$ cat config.mk
export PLATFORM = sky130hd
export DESIGN_NAME = hilo_muldiv
export DESIGN_NICKNAME = d
export VERILOG_FILES = /design/src/rtl/hilo_muldiv_pkg.sv /design/src/rtl/hilo_operand_prep.sv /design/src/rtl/hilo_mul_step.sv /design/src/rtl/hilo_div_step.sv /design/src/rtl/hilo_result_fix.sv /design/src/rtl/hilo_muldiv.sv
export SDC_FILE = /design/constraint.sdc
export NUM_CORES = 1
export LEC_CHECK = 0
export BUFFER_PORTS_ARGS = -buffer_cell sky130_fd_sc_hd__buf_2
export CELL_PAD_IN_SITES_DETAIL_PLACEMENT = 0
export CELL_PAD_IN_SITES_GLOBAL_PLACEMENT = 1
export CORE_MARGIN = 3
export CORE_UTILIZATION = 35
export DETAILED_ROUTE_END_ITERATION = 7
export PLACE_DENSITY_LB_ADDON = 0.1
export SKIP_LAST_GASP = 1
export SLEW_MARGIN = 25
export SYNTH_ARGS = -nofsm -noshare
export SYNTH_HDL_FRONTEND = slang
export SYNTH_HIERARCHICAL = 1
export SYNTH_SLANG_ARGS = --single-unit
$ cat constraint.sdc
create_clock -name clk -period 7.5 [get_ports clk]
set_clock_uncertainty 0.1 [all_clocks]
set_input_delay 0.375 -clock clk [delete_from_list [all_inputs] [get_ports clk]]
set_output_delay 0.375 -clock clk [all_outputs]
set_load 0.02 [all_outputs]
$ cat src/rtl/hilo_muldiv_pkg.sv
package hilo_muldiv_pkg;

    localparam logic [2:0] CMD_MULU = 3'd0;
    localparam logic [2:0] CMD_MULS = 3'd1;
    localparam logic [2:0] CMD_DIVU = 3'd2;
    localparam logic [2:0] CMD_DIVS = 3'd3;
    localparam logic [2:0] CMD_RDHI = 3'd4;
    localparam logic [2:0] CMD_RDLO = 3'd5;

    typedef enum logic [1:0] {
        ST_IDLE = 2'd0,
        ST_MUL  = 2'd1,
        ST_DIV  = 2'd2,
        ST_FIX  = 2'd3
    } md_state_t;

endpackage

$ cat src/rtl/hilo_operand_prep.sv
module hilo_operand_prep #(
    parameter int WIDTH = 32
) (
    input  logic [WIDTH-1:0] a_i,
    input  logic [WIDTH-1:0] b_i,
    input  logic             signed_i,
    output logic [WIDTH-1:0] mag_a_o,
    output logic [WIDTH-1:0] mag_b_o,
    output logic             a_neg_o,
    output logic             b_neg_o
);
    always_comb begin
        a_neg_o = signed_i & a_i[WIDTH-1];
        b_neg_o = signed_i & b_i[WIDTH-1];
        mag_a_o = a_neg_o ? (~a_i + 1'b1) : a_i;
        mag_b_o = b_neg_o ? (~b_i + 1'b1) : b_i;
    end
endmodule

$ cat src/rtl/hilo_mul_step.sv
module hilo_mul_step #(
    parameter int WIDTH = 32
) (
    input  logic [WIDTH-1:0] acc_hi_i,
    input  logic [WIDTH-1:0] acc_lo_i,
    input  logic [WIDTH-1:0] mcand_i,
    output logic [WIDTH-1:0] acc_hi_o,
    output logic [WIDTH-1:0] acc_lo_o
);
    logic [WIDTH:0] sum;

    always_comb begin
        sum = {1'b0, acc_hi_i} + (acc_lo_i[0] ? {1'b0, mcand_i} : '0);
        acc_hi_o = sum[WIDTH:1];
        acc_lo_o = {sum[0], acc_lo_i[WIDTH-1:1]};
    end
endmodule

$ cat src/rtl/hilo_div_step.sv
module hilo_div_step #(
    parameter int WIDTH = 32
) (
    input  logic [WIDTH-1:0] rem_i,
    input  logic [WIDTH-1:0] quo_i,
    input  logic [WIDTH-1:0] dvsr_i,
    output logic [WIDTH-1:0] rem_o,
    output logic [WIDTH-1:0] quo_o
);
    logic [WIDTH:0] shifted;
    logic [WIDTH:0] diff;
    logic           fits;

    always_comb begin
        shifted = {rem_i, quo_i[WIDTH-1]};
        fits    = shifted >= {1'b0, dvsr_i};
        diff    = shifted - {1'b0, dvsr_i};
        rem_o   = fits ? diff[WIDTH-1:0] : shifted[WIDTH-1:0];
        quo_o   = {quo_i[WIDTH-2:0], fits};
    end
endmodule

$ cat src/rtl/hilo_result_fix.sv
module hilo_result_fix #(
    parameter int WIDTH = 32
) (
    input  logic [WIDTH-1:0] raw_hi_i,
    input  logic [WIDTH-1:0] raw_lo_i,
    input  logic             is_div_i,
    input  logic             a_neg_i,
    input  logic             b_neg_i,
    input  logic             div_zero_i,
    input  logic [WIDTH-1:0] orig_a_i,
    output logic [WIDTH-1:0] hi_o,
    output logic [WIDTH-1:0] lo_o
);
    localparam int PW = 2 * WIDTH;

    logic [PW-1:0] prod;

    always_comb begin
        prod = {raw_hi_i, raw_lo_i};
        if (a_neg_i ^ b_neg_i) begin
            prod = ~prod + 1'b1;
        end
        if (!is_div_i) begin
            hi_o = prod[PW-1:WIDTH];
            lo_o = prod[WIDTH-1:0];
        end else if (div_zero_i) begin
            hi_o = orig_a_i;
            lo_o = '1;
        end else begin
            lo_o = (a_neg_i ^ b_neg_i) ? (~raw_lo_i + 1'b1) : raw_lo_i;
            hi_o = a_neg_i ? (~raw_hi_i + 1'b1) : raw_hi_i;
        end
    end
endmodule

$ cat src/rtl/hilo_muldiv.sv
module hilo_muldiv
    import hilo_muldiv_pkg::*;
#(
    parameter int WIDTH = 32
) (
    input  logic             clk,
    input  logic             rst_n,
    input  logic             start_i,
    input  logic [2:0]       cmd_i,
    input  logic [WIDTH-1:0] op_a_i,
    input  logic [WIDTH-1:0] op_b_i,
    output logic             busy_o,
    output logic             rd_valid_o,
    output logic [WIDTH-1:0] rd_data_o
);
    localparam int CNT_W = $clog2(WIDTH);
    localparam logic [CNT_W-1:0] LAST_STEP = CNT_W'(WIDTH - 1);

    md_state_t state_q, state_d;

    logic [CNT_W-1:0] step_q;
    logic [WIDTH-1:0] acc_hi_q, acc_lo_q, opnd_b_q, orig_a_q;
    logic             a_neg_q, b_neg_q, is_div_q;
    logic [WIDTH-1:0] hi_q, lo_q;
    logic             pend_q, pend_hi_q;
    logic             rd_valid_q;
    logic [WIDTH-1:0] rd_data_q;

    // command decode
    logic is_arith, is_move, move_hi;
    always_comb begin
        is_arith = start_i & ~cmd_i[2];
        is_move  = start_i & (cmd_i == CMD_RDHI || cmd_i == CMD_RDLO);
        move_hi  = (cmd_i == CMD_RDHI);
    end

    // operand magnitudes
    logic [WIDTH-1:0] mag_a, mag_b;
    logic             a_neg, b_neg;
    hilo_operand_prep #(.WIDTH(WIDTH)) u_prep (
        .a_i      (op_a_i),
        .b_i      (op_b_i),
        .signed_i (cmd_i[0]),
        .mag_a_o  (mag_a),
        .mag_b_o  (mag_b),
        .a_neg_o  (a_neg),
        .b_neg_o  (b_neg)
    );

    // iteration steps
    logic [WIDTH-1:0] mul_hi, mul_lo, div_rem, div_quo;
    hilo_mul_step #(.WIDTH(WIDTH)) u_mul (
        .acc_hi_i (acc_hi_q),
        .acc_lo_i (acc_lo_q),
        .mcand_i  (opnd_b_q),
        .acc_hi_o (mul_hi),
        .acc_lo_o (mul_lo)
    );
    hilo_div_step #(.WIDTH(WIDTH)) u_div (
        .rem_i  (acc_hi_q),
        .quo_i  (acc_lo_q),
        .dvsr_i (opnd_b_q),
        .rem_o  (div_rem),
        .quo_o  (div_quo)
    );

    // sign application
    logic [WIDTH-1:0] fin_hi, fin_lo;
    logic             div_zero;
    always_comb div_zero = (opnd_b_q == '0);
    hilo_result_fix #(.WIDTH(WIDTH)) u_fix (
        .raw_hi_i   (acc_hi_q),
        .raw_lo_i   (acc_lo_q),
        .is_div_i   (is_div_q),
        .a_neg_i    (a_neg_q),
        .b_neg_i    (b_neg_q),
        .div_zero_i (div_zero),
        .orig_a_i   (orig_a_q),
        .hi_o       (fin_hi),
        .lo_o       (fin_lo)
    );

    // state register
    always_ff @(posedge clk or negedge rst_n) begin
        if (!rst_n) begin
            state_q <= ST_IDLE;
        end else begin
            state_q <= state_d;
        end
    end

    // next-state logic
    always_comb begin
        state_d = state_q;
        unique case (state_q)
            ST_IDLE: begin
                if (is_arith) begin
                    state_d = cmd_i[1] ? ST_DIV : ST_MUL;
                end
            end
            ST_MUL, ST_DIV: begin
                if (step_q == LAST_STEP) begin
                    state_d = ST_FIX;
                end
            end
            ST_FIX: state_d = ST_IDLE;
            default: state_d = ST_IDLE;
        endcase
    end

    // datapath and result registers
    always_ff @(posedge clk or negedge rst_n) begin
        if (!rst_n) begin
            step_q    <= '0;
            acc_hi_q  <= '0;
            acc_lo_q  <= '0;
            opnd_b_q  <= '0;
            orig_a_q  <= '0;
            a_neg_q   <= 1'b0;
            b_neg_q   <= 1'b0;
            is_div_q  <= 1'b0;
            hi_q      <= '0;
            lo_q      <= '0;
            pend_q    <= 1'b0;
            pend_hi_q <= 1'b0;
            rd_valid_q <= 1'b0;
            rd_data_q <= '0;
        end else begin
            rd_valid_q <= 1'b0;
            unique case (state_q)
                ST_IDLE: begin
                    if (is_arith) begin
                        step_q   <= '0;
                        acc_hi_q <= '0;
                        acc_lo_q <= mag_a;
                        opnd_b_q <= mag_b;
                        orig_a_q <= op_a_i;
                        a_neg_q  <= a_neg;
                        b_neg_q  <= b_neg;
                        is_div_q <= cmd_i[1];
                    end else if (is_move) begin
                        rd_valid_q <= 1'b1;
                        rd_data_q  <= move_hi ? hi_q : lo_q;
                    end
                end
                ST_MUL, ST_DIV: begin
                    step_q   <= step_q + 1'b1;
                    acc_hi_q <= (state_q == ST_DIV) ? div_rem : mul_hi;
                    acc_lo_q <= (state_q == ST_DIV) ? div_quo : mul_lo;
                    if (is_move && !pend_q) begin
                        pend_q    <= 1'b1;
                        pend_hi_q <= move_hi;
                    end
                end
                ST_FIX: begin
                    hi_q   <= fin_hi;
                    lo_q   <= fin_lo;
                    pend_q <= 1'b0;
                    if (pend_q || is_move) begin
                        rd_valid_q <= 1'b1;
                        rd_data_q  <= (pend_q ? pend_hi_q : move_hi) ? fin_hi : fin_lo;
                    end
                end
                default: ;
            endcase
        end
    end

    // outputs
    always_comb begin
        busy_o     = (state_q != ST_IDLE);
        rd_valid_o = rd_valid_q;
        rd_data_o  = rd_data_q;
    end

endmodule

==> results of run 1 <==
[power by group]
group          switching (uW)  internal (uW)
clock                     607           1000
sequential                893           1910
combinational            4800           3000
[metrics by stage]
step / area [um2] / hold slack, ns / setup slack [ns]
global placement: 21100 / 0.358 / 3.30
global route: 22300 / 0.0281 / 2.87
detailed placement: 21100 / 0.363 / 3.19
finish: 22300 / 0.0314 / 3.11
CTS: 22300 / 0.00399 / 3.16
floorplan: 20500 / -0.0206 / 4.07
[synth_stat cells (17+ instances only)]
master and count:
inv_1 71, nor3_1 39, mux2i_1 47, and3_1 17, a32o_1 33, o31ai_1 26
dfrtp_1 237, nand3b_1 69, a31oi_1 23, nand3_1 40, nand2_1 295, nor4_1 38
xnor2_1 97, a211oi_1 17, mux2_2 185, nor2_1 131, or3_1 21, and2_1 43
a21o_1 27, o21ai_0 179, or4_1 17, a21oi_1 174, ha_1 74, buf_4 66
nand4_1 29, clkbuf_1 107, xor2_1 53, buf_2 27
[registers in the layout, indices dropped and copies added, names as in the netlist, 2 cells and up]
register,count
hi_q,32
rd_data_o,32
state_q,2
acc_hi_q,32
acc_lo_q,32
opnd_b_q,32
lo_q,32
step_q,5
orig_a_q,32
[layer usage]
layer	up-vias	track usage [%]
met4	0	5.78
met2	600	35.3
met5	-	0
li1	8694	-
met1	9157	36.5
met3	99	4.50
[worst paths after layout]
check | endpoint | slack (ns) | cells past startpoint
min reg2reg | step_q[4]$_DFFE_PN0P_ | 0.37 | 2
max | acc_hi_q[18]$_DFFE_PN0P_ | 3.11 | 13
min | orig_a_q[21]$_DFFE_PN0P_ | 0.03 | 2
max in group asynchronous | state_q[0]$_DFFE_PN0P_ | 5.62 | 4
max reg2reg | acc_hi_q[18]$_DFFE_PN0P_ | 3.11 | 13
min in group asynchronous | opnd_b_q[22]$_DFFE_PN0P_ | 0.23 | 2
[final cells by class]
class	count	area [um2]
fillers	6004	35600
multi-input cells	1905	13300
flip-flops and latches	237	5930
clock buffers	52	1020
well taps	765	957
repair buffers	132	800
inverters	73	274
clock inverters	7	96.3
[kinds of logic (layout without fill, tap and decap cells)]
group	Yosys count	in the layout	synth area share [%]
muxes	241	241	13.1
AOI/OAI and AO/OA	618	618	19.5
adders and majority gates	76	76	4.70
DFF	237	237	28.9
and+or+nand+nor	820	820	20.5
buffers and inverters	290	264	6.97
xor gates and xnor gates	150	150	6.39
==> run metrics, run 1 <==
post-DP HPWL=55500 um; Synth Instances=2432; post-route clock period utilization=58.5%; pin count of the biggest net entering global routing=125; Yosys top cell by area=dfrtp_1; Port Buf Inserts=103; Hold Crit Start=op_a_i[21]; Hold/Removal Path Class=primary input to flip-flop; H-tree levels=2; CTS Sinks=237; die height=248 um; Final Instance Count excl. Fillers=3171; TritonRoute pass-1 iters=6; CP max stage delay=0.61 ns; pwr dens=546 nW/um2; Global Route Usage Sum=24.2%; Ant. Diodes=0; most used cell, CP=mux2_2; CTS tree=done; clk slew on worst S/H paths=0.05 ns; Die W=248 um; IR Drop Worst-Case VDD=0.532 mV; first-pass GRT wire length=114000 um; setup TNS=0 ns; crit path launch=acc_hi_q[9]$_DFFE_PN0P_; M1 WL=37300 um; CP delay by family, top=simple AND/OR/NAND/NOR gates; Seq/Total Area, Yosys=28.9%; initial DRC count=1713; RSZ-0062 raised after global routing=no; fin crit period=4.39 ns; Final Hold Viols=0; fmax=228 MHz; RR Startpoint=acc_hi_q[9]$_DFFE_PN0P_; crit path DAT=4.66 ns; Worst Setup Start Kind=flip-flop; routed length per instance=23.8 um; Clk Latency, worst-skew pair=0.54 ns; CP cell instances=ha_1 > nand4_1 > nor3_1 > o211ai_1 > nor4b_4 > o21ai_2 > a31oi_4 > o21a_4 > inv_2 > mux2_2 > mux2_2 > nand2_1 > o21ai_0; Core Util, Final=38.6%; Root Buffer=clkbuf_16; vias in the first global route=17500; Crit Path Class=flip-flop to flip-flop; fraction of registers with async set/reset=100%; die area=61700 um2; fin nets=2529; Yosys warnings=6; Area growth, synth to finish=8.74%; Top-Level Pins=104; Num CTS Buffers=34; max cap viols=0; routed wire length=75500 um; Core Area=57900 um2; Worst EP required=7.77 ns; CTS Hold Bufs=3; Buf+Inv Stages, Crit Path=1; placed insts=3107; layout cells sized above 1=18.0%; Setup Fix Bufs, Post-CTS=0; Site Rows=88; met2 wire len=31500 um; DRC=0; grt ovf=0; commonest non-fill, non-tap cell in the layout=nand2_1; DR vias/cell=5.85; Final ANT Viol Nets=0; top sig layer=met4; Post-synth EDFFs=0; Mean Syn Cell Area=8.45 um2; commonest non-fill, non-tap cells in the layout=294 x nand2_1, 237 x dfrtp_1, 185 x mux2_2; overall power=12200 uW; Max FO, Critical Path=29; Rel. slew slack=31.0%; most used flip-flop cell after synthesis=dfrtp_1; # setup viols final=0; Area contributors post-synth=dfrtp_1 29%, mux2_2 10%, nand2_1 5.4%; area of the mapped netlist=20500 um2; Met3 Wirelength=5120 um; Max Slew Vio Count=0; GPL Wtd Cong=0.959; CTS Buffer Depth=3; initial antenna violation count=2; Post-CTS Resized=0; Starting Density=35.5%; Distinct cells, synth=101; static leakage=0.00952 uW; status=completed; Post-Syn Nets=2578; Synth Register Bits=237; worst slew pin tran=1.04 ns; Critical Path Sink Type=flip-flop; total vias in the final route=18600; CP max-delay cell=inv_2; share of the synthesized area in the top cell type=28.9%
Note: power is estimated with default switching activity, not from simulation.
==> run 2, diff against run 1 <==
Settings changed: ABC_AREA set to 1.
Clock period 7.5 ns to 3.6 ns, I/O delays scaled along.
==> run 2 against run 1 <==
Net effect: count of clock-buffer cells in the layout decreased by 7; total power increased by 110%; critical path depth increased by 2; area after synthesis increased by 16%; worst setup slack got worse by 2.7 ns; flip-flop and latch count unchanged; non-clock buffer count increased by 107; worst hold slack got worse by 0.0042 ns; register-to-register slack got worse by 2.7 ns; global-route usage increased by 3.3 points; design area increased by 19%; critical path type unchanged; critical endpoint is now acc_hi_q[24]$_DFFE_PN0P_; largest power group unchanged; highest routed layer unchanged.
==> run metrics, run 2 <==
die height=267 um (+7.5%); Post-synth EDFFs=0 (unchanged); setup TNS=0 ns (unchanged); Critical Path Sink Type=flip-flop; Die W=267 um (+7.5%); GPL Wtd Cong=0.932 (-2.8%); max cap viols=0 (unchanged); die area=71200 um2 (+16%); TritonRoute pass-1 iters=6 (unchanged); Seq/Total Area, Yosys=24.9% (-4.0 points); Worst Setup Start Kind=flip-flop; Post-synth top cells=1110 x nand2_1, 594 x nor2_1, 557 x inv_1, 347 x nand3_1, 237 x dfrtp_1; first-pass GRT wire length=150000 um (+32%); Max Slew Vio Count=0 (unchanged); CTS Sinks=237 (unchanged); CP max-delay cell=dfrtp_1; total vias in the final route=25200 (+36%); Starting Density=35.4% (-0.070 points); commonest non-fill, non-tap cell in the layout=nand2_1; Mean Syn Cell Area=6.06 um2 (-28%); Yosys top cell by area=dfrtp_1; Core Area=67300 um2 (+16%); vias in the first global route=23400 (+34%); Final ANT Viol Nets=0 (unchanged); most frequent cell after synthesis=nand2_1; worst slew pin tran=1.04 ns (+0.000482 ns); Synth Register Bits=237 (unchanged); crit path DAT=3.61 ns (-1.05 ns); RSZ-0062 raised after global routing=no; post-DP HPWL=76800 um (+38%); # setup viols final=0 (unchanged); fmax=310 MHz (+36%); layout cells sized above 1=9.81% (-8.2 points); status=completed; Port Buf Inserts=103 (unchanged); post-route clock period utilization=89.6% (+31 points); Filler cells=7595 (+26%); pwr dens=980 nW/um2 (+79%); fin nets=4149 (+64%); CTS Buffer Depth=3 (unchanged); grt ovf=0 (unchanged); static leakage=0.0141 uW (+48%); pin count of the biggest net entering global routing=91 (-27%); Clk Latency, worst-skew pair=0.62 ns (+0.08 ns); Area contributors post-synth=dfrtp_1 25%, nand2_1 17%, nor2_1 9.4%; Top-Level Pins=104 (unchanged); most used flip-flop cell after synthesis=dfrtp_1; footprint of the multi-input gates=14500 um2 (+9.6%); share of the synthesized area in the top cell type=24.9% (-4.0 points); initial DRC count=2360 (+38%); commonest non-fill, non-tap cells in the layout=1110 x nand2_1, 593 x nor2_1, 556 x inv_1; Global Route Usage Sum=27.5% (+3.3 points); IR Drop Worst-Case VDD=0.483 mV (-9.2%); fin crit period=3.22 ns (-1.17 ns); Site Rows=95 (+8.0%); fraction of registers with async set/reset=100% (unchanged); initial antenna violation count=1 (-1); Num CTS Buffers=31 (-8.8%); CP max stage delay=0.57 ns (-0.04 ns); Synth Instances=3934 (+62%); CP cell instances=inv_1 > ha_1 > fa_1 > inv_1 > nand3_1 > nand3_1 > nand2_1 > nand3_1 > nand2_1 > nand3_1 > nand2_1 > nand3_2 > nand2_1 > o21ai_0 > o31ai_1; Post-Syn Nets=4080 (+58%); Hold/Removal Path Class=primary input to flip-flop; routed wire length=99200 um (+31%); routed length per instance=20.2 um (-15%); CTS tree=done; Yosys warnings=6 (unchanged); DRC=0 (unchanged); Ant. Diodes=0 (unchanged); Rel. slew slack=30.2% (-0.76 points); Area growth, synth to finish=11.3%; Core Util, Final=39.4% (+0.81 points); H-tree levels=1 (-1); Root Buffer=clkbuf_16; Max FO, Critical Path=8 (-72%); area of the mapped netlist=23800 um2 (+16%); Distinct cells, synth=50 (-50%); clk slew on worst S/H paths=0.06 ns (about the same); sequential cell area=5930 um2 (unchanged); Worst EP required=3.99 ns (-3.78 ns); DR vias/cell=5.15 (-12%); Crit Path Class=flip-flop to flip-flop; Setup Fix Bufs, Post-CTS=0 (unchanged); Final Hold Viols=0 (unchanged)
==> run 2: changes by cell type in the layout (fill, tap and decap cells not counted), moves of 41 or more <==
cell and change:
nand2_1 +816, inv_1 +485, nor2_1 +462, nand3_1 +307
mux2_2 -126, xnor2_1 -79, dlygate4sd3_1 +65, o21bai_1 +57
mux2i_1 -47, nand3b_1 -47, buf_4 +41
==> run 2: final cells by class <==
type | count | area share, %
flip-flops and latches | 237 | 22.4
clock buffers | 45 | 3.28
repair buffers | 239 | 6.71
clock inverters | 11 | 0.566
well taps | 873 | 4.12
multi-input cells | 2924 | 54.9
inverters | 570 | 8.08
==> run 2: worst max-delay path, delay by kind of cell (launching register included) <==
family	cells	cell delay, ns
buffers and inverters	2	0.31
and+or+nand+nor	9	1.18
AOI/OAI and AO/OA	2	0.29
DFF	1	0.57
adders and majority gates	2	0.66
==> run 2: timing repair <==
action,in CTS,in global routing
endpoints found under the setup margin,0,0
gates resized for setup,0,0
endpoints found under the hold margin,238,0
hold buffers,68,0
==> run 2: routing by layer <==
metal / GRT usage, % / vias up / part of all wire (%)
met5: 0 / - / 0
met4: 4.79 / 0 / 1.8
met3: 3.63 / 95 / 6.7
met2: 40.9 / 750 / 41
met1: 42.5 / 11900 / 50
li1: - / 12500 / -
==> run 2: power by group <==
| part | switching, uW | internal [uW] |
|---|---|---|
| clock network | 1320 | 1880 |
| logic | 12100 | 5290 |
| registers | 1430 | 3930 |
| total | 14900 | 11100 |
==> run 2: cell families after synthesis <==
group | synth area share, %
compound gates | 11.9
flops | 24.9
buf+inv | 14.2
xor+xnor | 2.32
mux | 3.23
fa+ha+maj | 4.05
simple gates | 39.4
==> run 2: final timing paths <==
check | to | cells past startpoint | from | slack, ns
worst max-delay path | acc_hi_q[24]$_DFFE_PN0P_ | 15 | acc_lo_q[31]$_DFFE_PN0P_ | 0.38
worst min-delay path | opnd_b_q[31]$_DFFE_PN0P_ | 4 | op_b_i[31] | 0.03
worst max register to register | acc_hi_q[24]$_DFFE_PN0P_ | 15 | acc_lo_q[31]$_DFFE_PN0P_ | 0.38
worst min register to register | step_q[4]$_DFFE_PN0P_ | 2 | step_q[4]$_DFFE_PN0P_ | 0.38
max in group asynchronous | opnd_b_q[21]$_DFFE_PN0P_ | 3 | rst_n | 2.35
min in group asynchronous | rd_data_o[29]$_DFFE_PN0P_ | 2 | rst_n | 0.04
==> run 2: through the flow <==
stage                     instances  hold WS [ns]  setup WS (ns)  total power, uW  cell area [um2]
after floorplan                3934        -0.216           1.30            16900            23800
after global placement         4775         0.141          0.461            22500            24800
after detailed placement       4775         0.134          0.451            22400            24800
after CTS                      4899       0.00388          0.467            25800            26500
after global routing           4899        0.0173          0.241            28100            26500
final                          4899        0.0272          0.376            26000            26500
==> run 3, diff against run 2 <==
Settings changed: BUFFER_PORTS_ARGS -buffer_cell sky130_fd_sc_hd__buf_2 to unset, DONT_BUFFER_PORTS set to 1.
==> run 3 against run 2 <==
Net effect: the flow now finishes with violations (negative hold slack); first-iteration DRC count increased by 10%; design area decreased by 1.3%; final cell count decreased by 1.9%; fmax decreased by 1.2%; register-to-register slack got worse by 0.04 ns; non-clock buffer count decreased by 91; worst hold slack got worse by 0.88 ns; wire length increased by 2.8%; critical path depth decreased by 2; utilization decreased by 0.53 points.
==> run metrics, run 3 (same netlist as run 2, synthesis figures left out) <==
layout cells sized above 1=7.55% (-2.3 points); Top-Level Pins=104 (unchanged); fin crit period=3.26 ns (+0.0389 ns); worst slew pin tran=0.944 ns (-0.0922 ns); post-route clock period utilization=90.6% (+1.1 points); post-DP HPWL=77100 um (+0.33%); IR Drop Worst-Case VDD=0.643 mV (+33%); first-pass GRT wire length=152000 um (+1.4%); CTS Sinks=237 (unchanged); CP max stage delay=0.77 ns (+0.20 ns); Global Route Usage Sum=28.1% (+0.57 points); Root Buffer=clkbuf_16; total vias in the final route=24900 (-1.5%); Starting Density=35.4% (unchanged); Rel. slew slack=37.1% (+6.9 points); sequential cell area=5930 um2 (unchanged); initial antenna violation count=2 (+1); Worst Setup Start Kind=flip-flop; vias in the first global route=23000 (-1.8%); DR vias/cell=5.17 (+0.34%); Setup Fix Bufs, Post-CTS=0 (unchanged); failing checks=negative hold slack; Core Area=67300 um2 (unchanged); pwr dens=990 nW/um2 (+1.0%); commonest non-fill, non-tap cells in the layout=1110 x nand2_1, 593 x nor2_1, 556 x inv_1; Critical Path Sink Type=flip-flop; H-tree levels=1 (unchanged); max cap viols=0 (unchanged); RSZ-0062 raised after global routing=no; Post-CTS Resized=0 (unchanged); Max FO, Critical Path=30 (+22); setup TNS=0 ns (unchanged); Port Buf Inserts=0 (-100%); footprint of the multi-input gates=14500 um2 (unchanged); die height=267 um (unchanged); CP cell instances=ha_1 > nand2_1 > nor2_2 > nand2_1 > nor2_2 > nand2_1 > nand2_1 > nor2_4 > buf_4 > nand3_1 > nand2_1 > o21ai_0 > o31ai_1; post-place setup slack=0.431 ns (-0.0207 ns); clk slew on worst S/H paths=0.07 ns (about the same); Die W=267 um (unchanged); CP max-delay cell=dfrtp_1; worst reg2reg path depth=13 (-2); pin count of the biggest net entering global routing=238 (+160%); Crit Path Class=flip-flop to flip-flop; initial DRC count=2603 (+10%); Hold/Removal Path Class=primary input to asynchronous set/reset pin; Site Rows=95 (unchanged); routed length per instance=21.2 um (+4.7%); CTS Hold Bufs=79 (+16%); most used cell, CP=nand2_1; Final Hold Viols=237 (+237); Area growth, synth to finish=9.76%; Clk Latency, worst-skew pair=0.64 ns (+0.02 ns); # setup viols final=0 (unchanged); Num CTS Buffers=31 (unchanged); Max Slew Vio Count=0 (unchanged); crit path DAT=3.62 ns (about the same); fmax=306 MHz (-1.2%); static leakage=0.0138 uW (-2.3%); routed wire length=102000 um (+2.8%); fin nets=4058 (-2.2%); Filler cells=7548 (-0.62%); Worst EP required=3.95 ns (-0.04 ns); CTS tree=done; TritonRoute pass-1 iters=5 (-1); GPL Wtd Cong=0.963 (+3.4%); DRC=0 (unchanged); die area=71200 um2 (unchanged); status=complete, but fails checks; commonest non-fill, non-tap cell in the layout=nand2_1; CTS Buffer Depth=3 (unchanged); grt ovf=0 (unchanged); overall power=25900 uW (-0.32%); Final WS setup=0.337 ns (-0.0389 ns); Final ANT Viol Nets=0 (unchanged); WHS=-0.849 ns (-0.876 ns)
## run 3: power by group
part           internal [uW]  switching (uW)  total [uW]
clock network           2020            1380        3400
logic                   5170           11700       16900
registers               3920            1660        5580
total                  11100           14800       25900
## run 3: critical path, delay by kind of cell (launching register included)
kind / cells / cell delay, ns
compound gates: 2 / 0.56
fa+ha+maj: 1 / 0.40
buf+inv: 1 / 0.37
flops: 1 / 0.77
simple gates: 9 / 0.87
## run 3: layout make-up
cell class | instances | share of cell area, %
flip-flops and latches | 237 | 22.7
clock inverters | 14 | 0.847
diodes | 1 | 0.00957
multi-input cells | 2924 | 55.6
inverters | 570 | 8.19
clock buffers | 41 | 3.26
repair buffers | 148 | 5.22
well taps | 873 | 4.18
## run 3: metal layers
layer / GRT usage, % / wire length (um) / share of wire, %
met5: 0 / 12 / 0.012
met4: 4.98 / 1710 / 1.7
met3: 4.57 / 7970 / 7.8
met2: 41.6 / 42500 / 42
met1: 42.9 / 49700 / 49
## run 3: per-stage QoR
step | hold slack, ns | util, % | cells | area (um2)
after CTS | -0.872 | 38.9 | 4807 | 26100
after floorplan | -0.216 | - | 3934 | 23800
after detailed placement | -0.201 | 36.1 | 4673 | 24300
after global placement | -0.201 | 36.1 | 4673 | 24300
after global routing | -0.873 | 38.9 | 4807 | 26100
final | -0.849 | 38.9 | 4808 | 26100
## run 3: path summary, 6_finish.rpt
| kind | startpoint | to | slack (ns) |
|---|---|---|---|
| max | acc_hi_q[10]$_DFFE_PN0P_ | acc_hi_q[5]$_DFFE_PN0P_ | 0.34 |
| min | rst_n | rd_data_o[29]$_DFFE_PN0P_ | -0.85 |
| max reg2reg | acc_hi_q[10]$_DFFE_PN0P_ | acc_hi_q[5]$_DFFE_PN0P_ | 0.34 |
| min reg2reg | step_q[4]$_DFFE_PN0P_ | step_q[4]$_DFFE_PN0P_ | 0.39 |
| max in group asynchronous | rst_n | opnd_b_q[18]$_DFFE_PN0P_ | 3.71 |
| min in group clk | op_b_i[9] | opnd_b_q[24]$_DFFE_PN0P_ | 0.02 |
